## config.mk

```make
export PLATFORM = sky130hd
export DESIGN_NAME = memop_peephole
export DESIGN_NICKNAME = d
export VERILOG_FILES = /design/src/rtl/memop_pkg.sv /design/src/rtl/memop_pair_match.sv /design/src/rtl/memop_hold_slot.sv /design/src/rtl/memop_peephole.sv
export SDC_FILE = /design/constraint.sdc
export NUM_CORES = 1
export LEC_CHECK = 0
export ABC_AREA = 0
export BUFFER_PORTS_ARGS = -buffer_cell sky130_fd_sc_hd__buf_2
export CORE_MARGIN = 3
export CORE_UTILIZATION = 40
export DETAILED_ROUTE_END_ITERATION = 8
export GPL_ROUTABILITY_DRIVEN = 0
export PLACE_DENSITY = 0.69
export SKIP_CTS_REPAIR_TIMING = 1
export SLEW_MARGIN = 5
export SYNTH_ARGS = -nofsm -noshare
export SYNTH_HDL_FRONTEND = slang
export SYNTH_SLANG_ARGS = --single-unit
```

## constraint.sdc

```tcl
create_clock -name clk -period 1.75 [get_ports clk]
set_input_delay 0.35 -clock clk [delete_from_list [all_inputs] [get_ports clk]]
set_output_delay 0.35 -clock clk [all_outputs]
set_load 0.05 [all_outputs]
```

## src/rtl/memop_pkg.sv

```systemverilog
package memop_pkg;
   typedef enum logic [1:0] {
      OP_OTHER = 2'b00,
      OP_LOAD  = 2'b01,
      OP_STORE = 2'b10,
      OP_MOVE  = 2'b11
   } op_e;

   function automatic logic is_memop(input logic [1:0] op);
      return (op == OP_LOAD) || (op == OP_STORE);
   endfunction
endpackage

```

## src/rtl/memop_pair_match.sv

```systemverilog
module memop_pair_match
   import memop_pkg::*;
#(
   parameter int  REG_W    = 4,
   parameter int  TAG_W    = 6,
   parameter bit  EN_ST_LD = 1'b1,
   parameter bit  EN_LD_LD = 1'b1,
   parameter bit  EN_ST_ST = 1'b1
) (
   input  logic             held_vld,
   input  logic [1:0]       held_op,
   input  logic [REG_W-1:0] held_dreg,
   input  logic [REG_W-1:0] held_areg,
   input  logic             held_io,
   input  logic [1:0]       nxt_op,
   input  logic [REG_W-1:0] nxt_dreg,
   input  logic [REG_W-1:0] nxt_areg,
   input  logic             nxt_io,
   input  logic [TAG_W-1:0] nxt_tag,
   output logic             rewrite,
   output logic             drop_held,
   output logic [1:0]       rw_op,
   output logic [REG_W-1:0] rw_dreg,
   output logic [REG_W-1:0] rw_areg,
   output logic             rw_io,
   output logic [TAG_W-1:0] rw_tag
);
   logic pair_ok;
   logic st_ld_hit, ld_ld_hit, st_st_hit;

   always_comb begin
      pair_ok = held_vld && is_memop(held_op) && is_memop(nxt_op) &&
                (held_areg == nxt_areg) && !held_io && !nxt_io;
   end

   generate
      if (EN_ST_LD) begin : g_st_ld
         assign st_ld_hit = pair_ok && (held_op == OP_STORE) && (nxt_op == OP_LOAD);
      end else begin : g_no_st_ld
         assign st_ld_hit = 1'b0;
      end
      if (EN_LD_LD) begin : g_ld_ld
         assign ld_ld_hit = pair_ok && (held_op == OP_LOAD) && (nxt_op == OP_LOAD) &&
                            (held_dreg != held_areg);
      end else begin : g_no_ld_ld
         assign ld_ld_hit = 1'b0;
      end
      if (EN_ST_ST) begin : g_st_st
         assign st_st_hit = pair_ok && (held_op == OP_STORE) && (nxt_op == OP_STORE);
      end else begin : g_no_st_st
         assign st_st_hit = 1'b0;
      end
   endgenerate

   assign rewrite   = st_ld_hit || ld_ld_hit;
   assign drop_held = st_st_hit;

   always_comb begin
      if (rewrite) begin
         rw_op   = OP_MOVE;
         rw_dreg = nxt_dreg;
         rw_areg = held_dreg;
         rw_io   = 1'b0;
      end else begin
         rw_op   = nxt_op;
         rw_dreg = nxt_dreg;
         rw_areg = nxt_areg;
         rw_io   = nxt_io;
      end
      rw_tag = nxt_tag;
   end


   always_comb begin
      if (rewrite && held_op == OP_LOAD) begin
         ld_base_chk: assert (held_dreg != nxt_areg);
      end
   end
endmodule

```

## src/rtl/memop_hold_slot.sv

```systemverilog
module memop_hold_slot
   import memop_pkg::*;
#(
   parameter int REG_W = 4,
   parameter int TAG_W = 6
) (
   input  logic             clk,
   input  logic             rst_n,
   input  logic             flush,
   input  logic             in_valid,
   input  logic             drop,
   output logic             in_ready,
   input  logic [1:0]       nxt_op,
   input  logic [REG_W-1:0] nxt_dreg,
   input  logic [REG_W-1:0] nxt_areg,
   input  logic             nxt_io,
   input  logic [TAG_W-1:0] nxt_tag,
   output logic             vld,
   output logic [1:0]       h_op,
   output logic [REG_W-1:0] h_dreg,
   output logic [REG_W-1:0] h_areg,
   output logic             h_io,
   output logic [TAG_W-1:0] h_tag,
   output logic             out_valid,
   input  logic             out_ready
);
   logic vld_q;
   logic [1:0]       op_q;
   logic [REG_W-1:0] dreg_q, areg_q;
   logic             io_q;
   logic [TAG_W-1:0] tag_q;
   logic cand, take, emit;

   assign cand      = is_memop(op_q);
   assign out_valid = vld_q && !drop && (!cand || in_valid || flush);
   assign in_ready  = !flush && (!vld_q || drop || out_ready);
   assign take      = in_valid && in_ready;
   assign emit      = out_valid && out_ready;

   always_ff @(posedge clk) begin
      if (!rst_n) begin
         vld_q  <= 1'b0;
         op_q   <= OP_OTHER;
         dreg_q <= '0;
         areg_q <= '0;
         io_q   <= 1'b0;
         tag_q  <= '0;
      end else if (take) begin
         vld_q  <= 1'b1;
         op_q   <= nxt_op;
         dreg_q <= nxt_dreg;
         areg_q <= nxt_areg;
         io_q   <= nxt_io;
         tag_q  <= nxt_tag;
      end else if (emit) begin
         vld_q <= 1'b0;
      end
   end

   assign vld    = vld_q;
   assign h_op   = op_q;
   assign h_dreg = dreg_q;
   assign h_areg = areg_q;
   assign h_io   = io_q;
   assign h_tag  = tag_q;


   hold_stable_chk: assert property (@(posedge clk) disable iff (!rst_n)
      out_valid && !out_ready |=> vld_q && $stable({op_q, dreg_q, areg_q, io_q, tag_q}));


   drop_io_chk: assert property (@(posedge clk) disable iff (!rst_n)
      drop |-> vld_q && !io_q && (op_q == OP_STORE));


   flush_drain_chk: assert property (@(posedge clk) disable iff (!rst_n)
      flush && vld_q && out_ready |=> !vld_q);
endmodule

```

## src/rtl/memop_peephole.sv

```systemverilog
module memop_peephole
   import memop_pkg::*;
#(
   parameter int REG_W    = 4,
   parameter int TAG_W    = 6,
   parameter bit EN_ST_LD = 1'b1,
   parameter bit EN_LD_LD = 1'b1,
   parameter bit EN_ST_ST = 1'b1
) (
   input  logic             clk,
   input  logic             rst_n,
   input  logic             flush,
   input  logic             in_valid,
   output logic             in_ready,
   input  logic [1:0]       in_op,
   input  logic [REG_W-1:0] in_dreg,
   input  logic [REG_W-1:0] in_areg,
   input  logic             in_io,
   input  logic [TAG_W-1:0] in_tag,
   output logic             out_valid,
   input  logic             out_ready,
   output logic [1:0]       out_op,
   output logic [REG_W-1:0] out_dreg,
   output logic [REG_W-1:0] out_areg,
   output logic             out_io,
   output logic [TAG_W-1:0] out_tag
);
   generate
      if (REG_W < 1 || REG_W > 16) begin : g_bad_reg
         $error("memop_peephole: REG_W out of range");
      end
      if (TAG_W < 1 || TAG_W > 32) begin : g_bad_tag
         $error("memop_peephole: TAG_W out of range");
      end
   endgenerate

   logic             h_vld;
   logic [1:0]       h_op;
   logic [REG_W-1:0] h_dreg, h_areg;
   logic             h_io;
   logic [TAG_W-1:0] h_tag;
   logic             rewrite, drop_raw, drop_eff;
   logic [1:0]       rw_op;
   logic [REG_W-1:0] rw_dreg, rw_areg;
   logic             rw_io;
   logic [TAG_W-1:0] rw_tag;

   memop_pair_match #(
      .REG_W(REG_W), .TAG_W(TAG_W),
      .EN_ST_LD(EN_ST_LD), .EN_LD_LD(EN_LD_LD), .EN_ST_ST(EN_ST_ST)
   ) match_i (
      .held_vld (h_vld),
      .held_op  (h_op),
      .held_dreg(h_dreg),
      .held_areg(h_areg),
      .held_io  (h_io),
      .nxt_op   (in_op),
      .nxt_dreg (in_dreg),
      .nxt_areg (in_areg),
      .nxt_io   (in_io),
      .nxt_tag  (in_tag),
      .rewrite  (rewrite),
      .drop_held(drop_raw),
      .rw_op    (rw_op),
      .rw_dreg  (rw_dreg),
      .rw_areg  (rw_areg),
      .rw_io    (rw_io),
      .rw_tag   (rw_tag)
   );

   assign drop_eff = drop_raw && in_valid && !flush;

   memop_hold_slot #(.REG_W(REG_W), .TAG_W(TAG_W)) slot_i (
      .clk      (clk),
      .rst_n    (rst_n),
      .flush    (flush),
      .in_valid (in_valid),
      .drop     (drop_eff),
      .in_ready (in_ready),
      .nxt_op   (rw_op),
      .nxt_dreg (rw_dreg),
      .nxt_areg (rw_areg),
      .nxt_io   (rw_io),
      .nxt_tag  (rw_tag),
      .vld      (h_vld),
      .h_op     (h_op),
      .h_dreg   (h_dreg),
      .h_areg   (h_areg),
      .h_io     (h_io),
      .h_tag    (h_tag),
      .out_valid(out_valid),
      .out_ready(out_ready)
   );

   assign out_op   = h_op;
   assign out_dreg = h_dreg;
   assign out_areg = h_areg;
   assign out_io   = h_io;
   assign out_tag  = h_tag;


   tag_keep_chk: assert property (@(posedge clk) disable iff (!rst_n)
      in_valid && in_ready |-> rw_tag == in_tag);


   io_pass_chk: assert property (@(posedge clk) disable iff (!rst_n)
      in_valid && (in_io || h_io) |-> !rewrite && !drop_eff &&
      ({rw_op, rw_dreg, rw_areg, rw_io} == {in_op, in_dreg, in_areg, in_io}));


   reset_idle_chk: assert property (@(posedge clk)
      !rst_n |=> !out_valid);
endmodule

```

==> Word level (Yosys, flattened, before mapping) <==
Cells that the tools add are included.
{ "op_classes": {"eq_ne": 6, "mux": 5, "n_reduce_logical": 32} }
{ "ops": {"columns": ["cell", "count"], "rows": [
  ["logical AND 1 bit", 18],
  ["logical OR 1 bit", 7],
  ["logical NOT 1 bit", 6],
  ["equality test 2 x 1 -> 1 bit (second input constant)", 2],
  ["equality test 2 bit (second input constant)", 2],
  ["equality test 4 bit", 1],
  ["2-to-1 mux 4 bit", 1],
  ["!= test 4 bit", 1],
  ["2-to-1 mux 1 bit", 3],
  ["2-to-1 mux 2 bit", 1],
  ["nonzero test 2 bit", 1]
]} }
{ "totals": {"regBits": 18, "output_inout_bits": 19, "word_cells": 49} }

==> Logic depth before layout (Yosys ltp) <==
{ "depth": {"ltp_word": 17, "depth_mapped": 9, "depth_no_buf": 7} }

==> Cells and area by module <==
A second synthesis with hierarchy kept.
{ "unflattened": {"cells_unflattened": 128, "hier_area_um2": 1139.8} }
{ "modules_own_cells": {"columns": ["mod", "n_inst", "cells_per_inst", "area_per_inst_um2"], "rows": [
  ["memop_hold_slot", 1, 87, 789.5],
  ["memop_pair_match", 1, 40, 341.6],
  ["memop_peephole", 1, 1, 8.8]
]} }

==> Least setup slack after synthesis <==
No wires, ideal clock.
{ "synth_timing": {"path_kind": "register -> output", "start": "reg slot_i.op_q[0], in the netlist slot_i.h_op[0]", "end": "out in_ready", "arrival_time_ns": 2.599, "slack_ns": -1.199, "stages_incl_launch_ff": 7, "n_path_buf": 0, "path_cell_list": "dfxtp_1 -> inv_1 -> ha_1 -> nor3_2 -> nand4_2 -> or3_1 -> a31oi_1"} }
{ "synth_between": {"elab_chain_len": 14, "elab_cells_between_ends": 15, "cone_classes": "eq/ne: 2; reduce/logical: 13"} }
{ "synth_lines": {"columns": ["element", "line", "source"], "rows": [
  ["from (decl)", "memop_hold_slot.sv:28", "logic [1:0] op_q;"],
  ["from (signal assigned)", "memop_hold_slot.sv:50", "op_q <= nxt_op;"],
  ["equality test 2 x 1 -> 1 bit / equality test 2 bit (equally long branches)", "memop_pkg.sv:10, memop_pair_match.sv:49", null],
  ["logical OR 1 bit", "memop_pkg.sv:10", "return (op == OP_LOAD) || (op == OP_STORE);"],
  ["logical AND 1 bit (3 in series)", "memop_pair_match.sv:32", "pair_ok = held_vld && is_memop(held_op) && is_memop(nxt_op) &&"],
  ["logical AND 1 bit (2 in series)", "memop_pair_match.sv:33", "(held_areg == nxt_areg) && !held_io && !nxt_io;"],
  ["logical AND 1 bit * (2 in series)", "memop_pair_match.sv:49", "assign st_st_hit = pair_ok && (held_op == OP_STORE) && (nxt_op == OP_STORE);"],
  ["logical AND 1 bit * (2 in series)", "memop_peephole.sv:71", "assign drop_eff = drop_raw && in_valid && !flush;"],
  ["logical OR 1 bit * (2 in series)", "memop_hold_slot.sv:36", "assign in_ready = !flush && (!vld_q || drop || out_ready);"],
  ["logical AND 1 bit *", "memop_hold_slot.sv:36", null],
  ["to (decl)", "memop_peephole.sv:14", "output logic in_ready,"]
]} }
Every way passes the cells marked *; elsewhere a longest branch is shown, timed or not.

==> Worst setup path after layout <==
Same ends and word-level chain as after synthesis.

==> out/results.ini <==
[run_status]
outcome=complete, but fails checks
violations=negative setup slack

[placement]
io_buffers=40
place_hpwl_um=1750
pre_cts_ws_ns=-0.493

[grt]
grt_max_degree=23
grt.overflow.total=0
antenna_found_initial=0
grt_pass1_wl_um=3860
grt_use_total_pct=15.5
grt_pass1_vias=917

[synthesis]
synth_cell_types=26
syn_avg_cell_area_um2=10.2
synth_fp_nets=122
async_flop_share_pct=0
synth_xor_xnor_area_share_pct=7.13
synth_edf_count=0
synthCells=96
yosys.area_share.simple_pct=14.0
synthAdderAreaFrac_pct=5.10
synth_top_family_by_area=multiplexers
ys.flop_type=dfxtp_1
ys_seq_area_share_pct=36.7
ys_ff_latch=18
synth-compound-area-share_pct=14.1
syn-cell-area_um2=982
synthMuxAreaShare_pct=15.3
ys_warn_count=0

[timing]
slew-limit-headroom_pct=75.3
finClkSkew_ns=0.00784
final.setup.worst_slack_ns=-0.454
hold_viol_final=0
fin_crit_ns=2.20
worstMarginPinSlew_ns=0.365
timing.final.crit_share_pct=126
rsz0062_at_grt=yes
slew_violations=0
setup_viol=19
max_freq_ghz=0.454
hold_ws_ns=0.304

[route]
drt-total-wl_um=2250
final_antenna_net_count=0
drt_iter0_drc=6
drc=0
dr.pass1.iters=4
vias=904
wl_per_cell_um=12.1
vias_per_cell=4.89

[power]
p_sw_uw=334
pwr-share-seq_pct=43.8
swShare_pct=32.5
p_comb_share_pct=31.3
p_per_area_nw_per_um2=698
p_leak_uw=0.000713
cellInternalPower_uw=693
ir_drop_mv=0.610
power_frac_clock_pct=24.9

[clock_tree]
clkLatencyLatePin_ns=0.29
clk_pin_slew_ns=0.11
cts_tree=built
cts_sinks=18
numCtsBuffers=3
clk_path_buf_depth=2
root_buffer=clkbuf_4
cts_htree_levels=1

[hold_path]
hold_path_class=primary input to register

[setup_path]
crit_path_start_kind=register
r2r-end=slot_i.h_tag[3]
end_kind=output pin
crit_start=slot_i.h_op[0]
reg2reg_depth=9
crit_path_max_fanout=2
critical_path_required_ns=1.40
cp.arrival_ns=1.85
r2r_setup_slack_ns=-0.11
endpoint=in_ready
rr_startpoint=slot_i.h_op[0]
critPathKind=register to output pin

[die]
fp.dieW_um=55.6
row_count=17
die_h_um=55.6
start_util_pct=43.2
io_pins=41
core_region_area_um2=2280
die_area_um2=3090

[final_layout]
antennaDiodeCount=0
fin_nets=184
drive_gt1_share_pct=56.7
ff_latch_area_um2=373
multi_input_area_um2=608
layout_common_cells=38 x buf_2, 19 x buf_4, 15 x mux2i_1
fin_util_pct=64.7
syn2layout_area_growth_pct=49.8
layout_commonest_cell=buf_2
fillCellCount=186

[flow_run]
drv_cap=0

[critical path, cell delays in order (launching register included)]
cell and delay (ns):
dfxtp_4 0.37, inv_4 0.03, ha_4 0.22, nor3_4 0.11
nand4_2 0.11, or3_4 0.40, a31oi_4 0.14, buf_6 0.17
[routing by layer]
metal / vias to the layer above / part of all wire, % / GRT usage, %
met2: 28 / 48 / 27.4
met5: - / 0 / 0
met4: 0 / 1.4 / 5.56
met3: 4 / 7.7 / 5.84
met1: 418 / 42 / 16.6
li1: 454 / - / -
[cells by family (layout without fill, tap and decap cells)]
| family | Yosys count | after routing |
|---|---|---|
| DFF | 18 | 18 |
| buffers and inverters | 12 | 73 |
| and+or+nand+nor | 19 | 19 |
| adders and majority gates | 4 | 4 |
| AOI/OAI and AO/OA | 20 | 20 |
| xor gates and xnor gates | 8 | 8 |
| muxes | 15 | 15 |
[area by class of cell]
cell class,count,area share [%]
Multi-Input combinational cell,66,41.3
Timing Repair Buffer,61,26.3
Sequential cell,18,25.3
Clock buffer,4,2.47
Tap cell,28,2.38
Inverter,8,2.21
[metrics by stage]
stage                     total power [µW]  TNS [ns]  std cells  cell area (µm²)
after floorplan                        665     -2.31         96             1040
after global placement                 765     -5.85        181             1400
after detailed placement               772     -6.27        181             1400
after CTS                             1030     -2.51        185             1440
after global routing                  1090     -4.38        185             1470
final                                 1030     -2.10        185             1470
[worst min path at each step]
stage,start,to,slack (ns),depth (start not counted)
6_report,in_dreg[1],slot_i.h_dreg[1],0.30,3
5_1_grt,in_dreg[0],slot_i.h_dreg[0],0.31,3
4_1_cts,in_dreg[1],slot_i.h_dreg[1],0.30,3
3_5_place_dp,slot_i.h_tag[4],slot_i.h_tag[4],0.50,2
3_3_place_gp,slot_i.h_tag[4],slot_i.h_tag[4],0.49,2
2_1_floorplan,rst_n,slot_i.h_dreg[3],0.48,1
[power by group through the flow]
stage | clock [µW] | combinational, µW | sequential (µW)
floorplan | 0 | 123 | 542
global placement | 0 | 307 | 458
detailed placement | 0 | 313 | 459
CTS | 265 | 314 | 450
global route | 290 | 345 | 454
finish | 255 | 322 | 450
[synth_stat cells (2+ instances only)]
library cell	count	area share, %
a21oi_1	5	2.5
a31oi_1	3	1.9
buf_2	2	1.0
dfxtp_1	18	37
ha_1	4	5.1
inv_1	8	3.1
mux2i_1	15	15
nor2b_1	12	7.6
o21ai_1	6	3.1
xnor2_1	4	3.6
xor2_1	4	3.6
[registers in the layout (all words and copies together), names as in the netlist]
| name | count |
|---|---|
| slot_i.h_tag | 6 |
| slot_i.h_areg | 4 |
| slot_i.h_dreg | 4 |
| slot_i.h_op | 2 |
| slot_i.h_io | 1 |
| slot_i.vld | 1 |
Note: power is estimated with default switching activity, not from simulation.
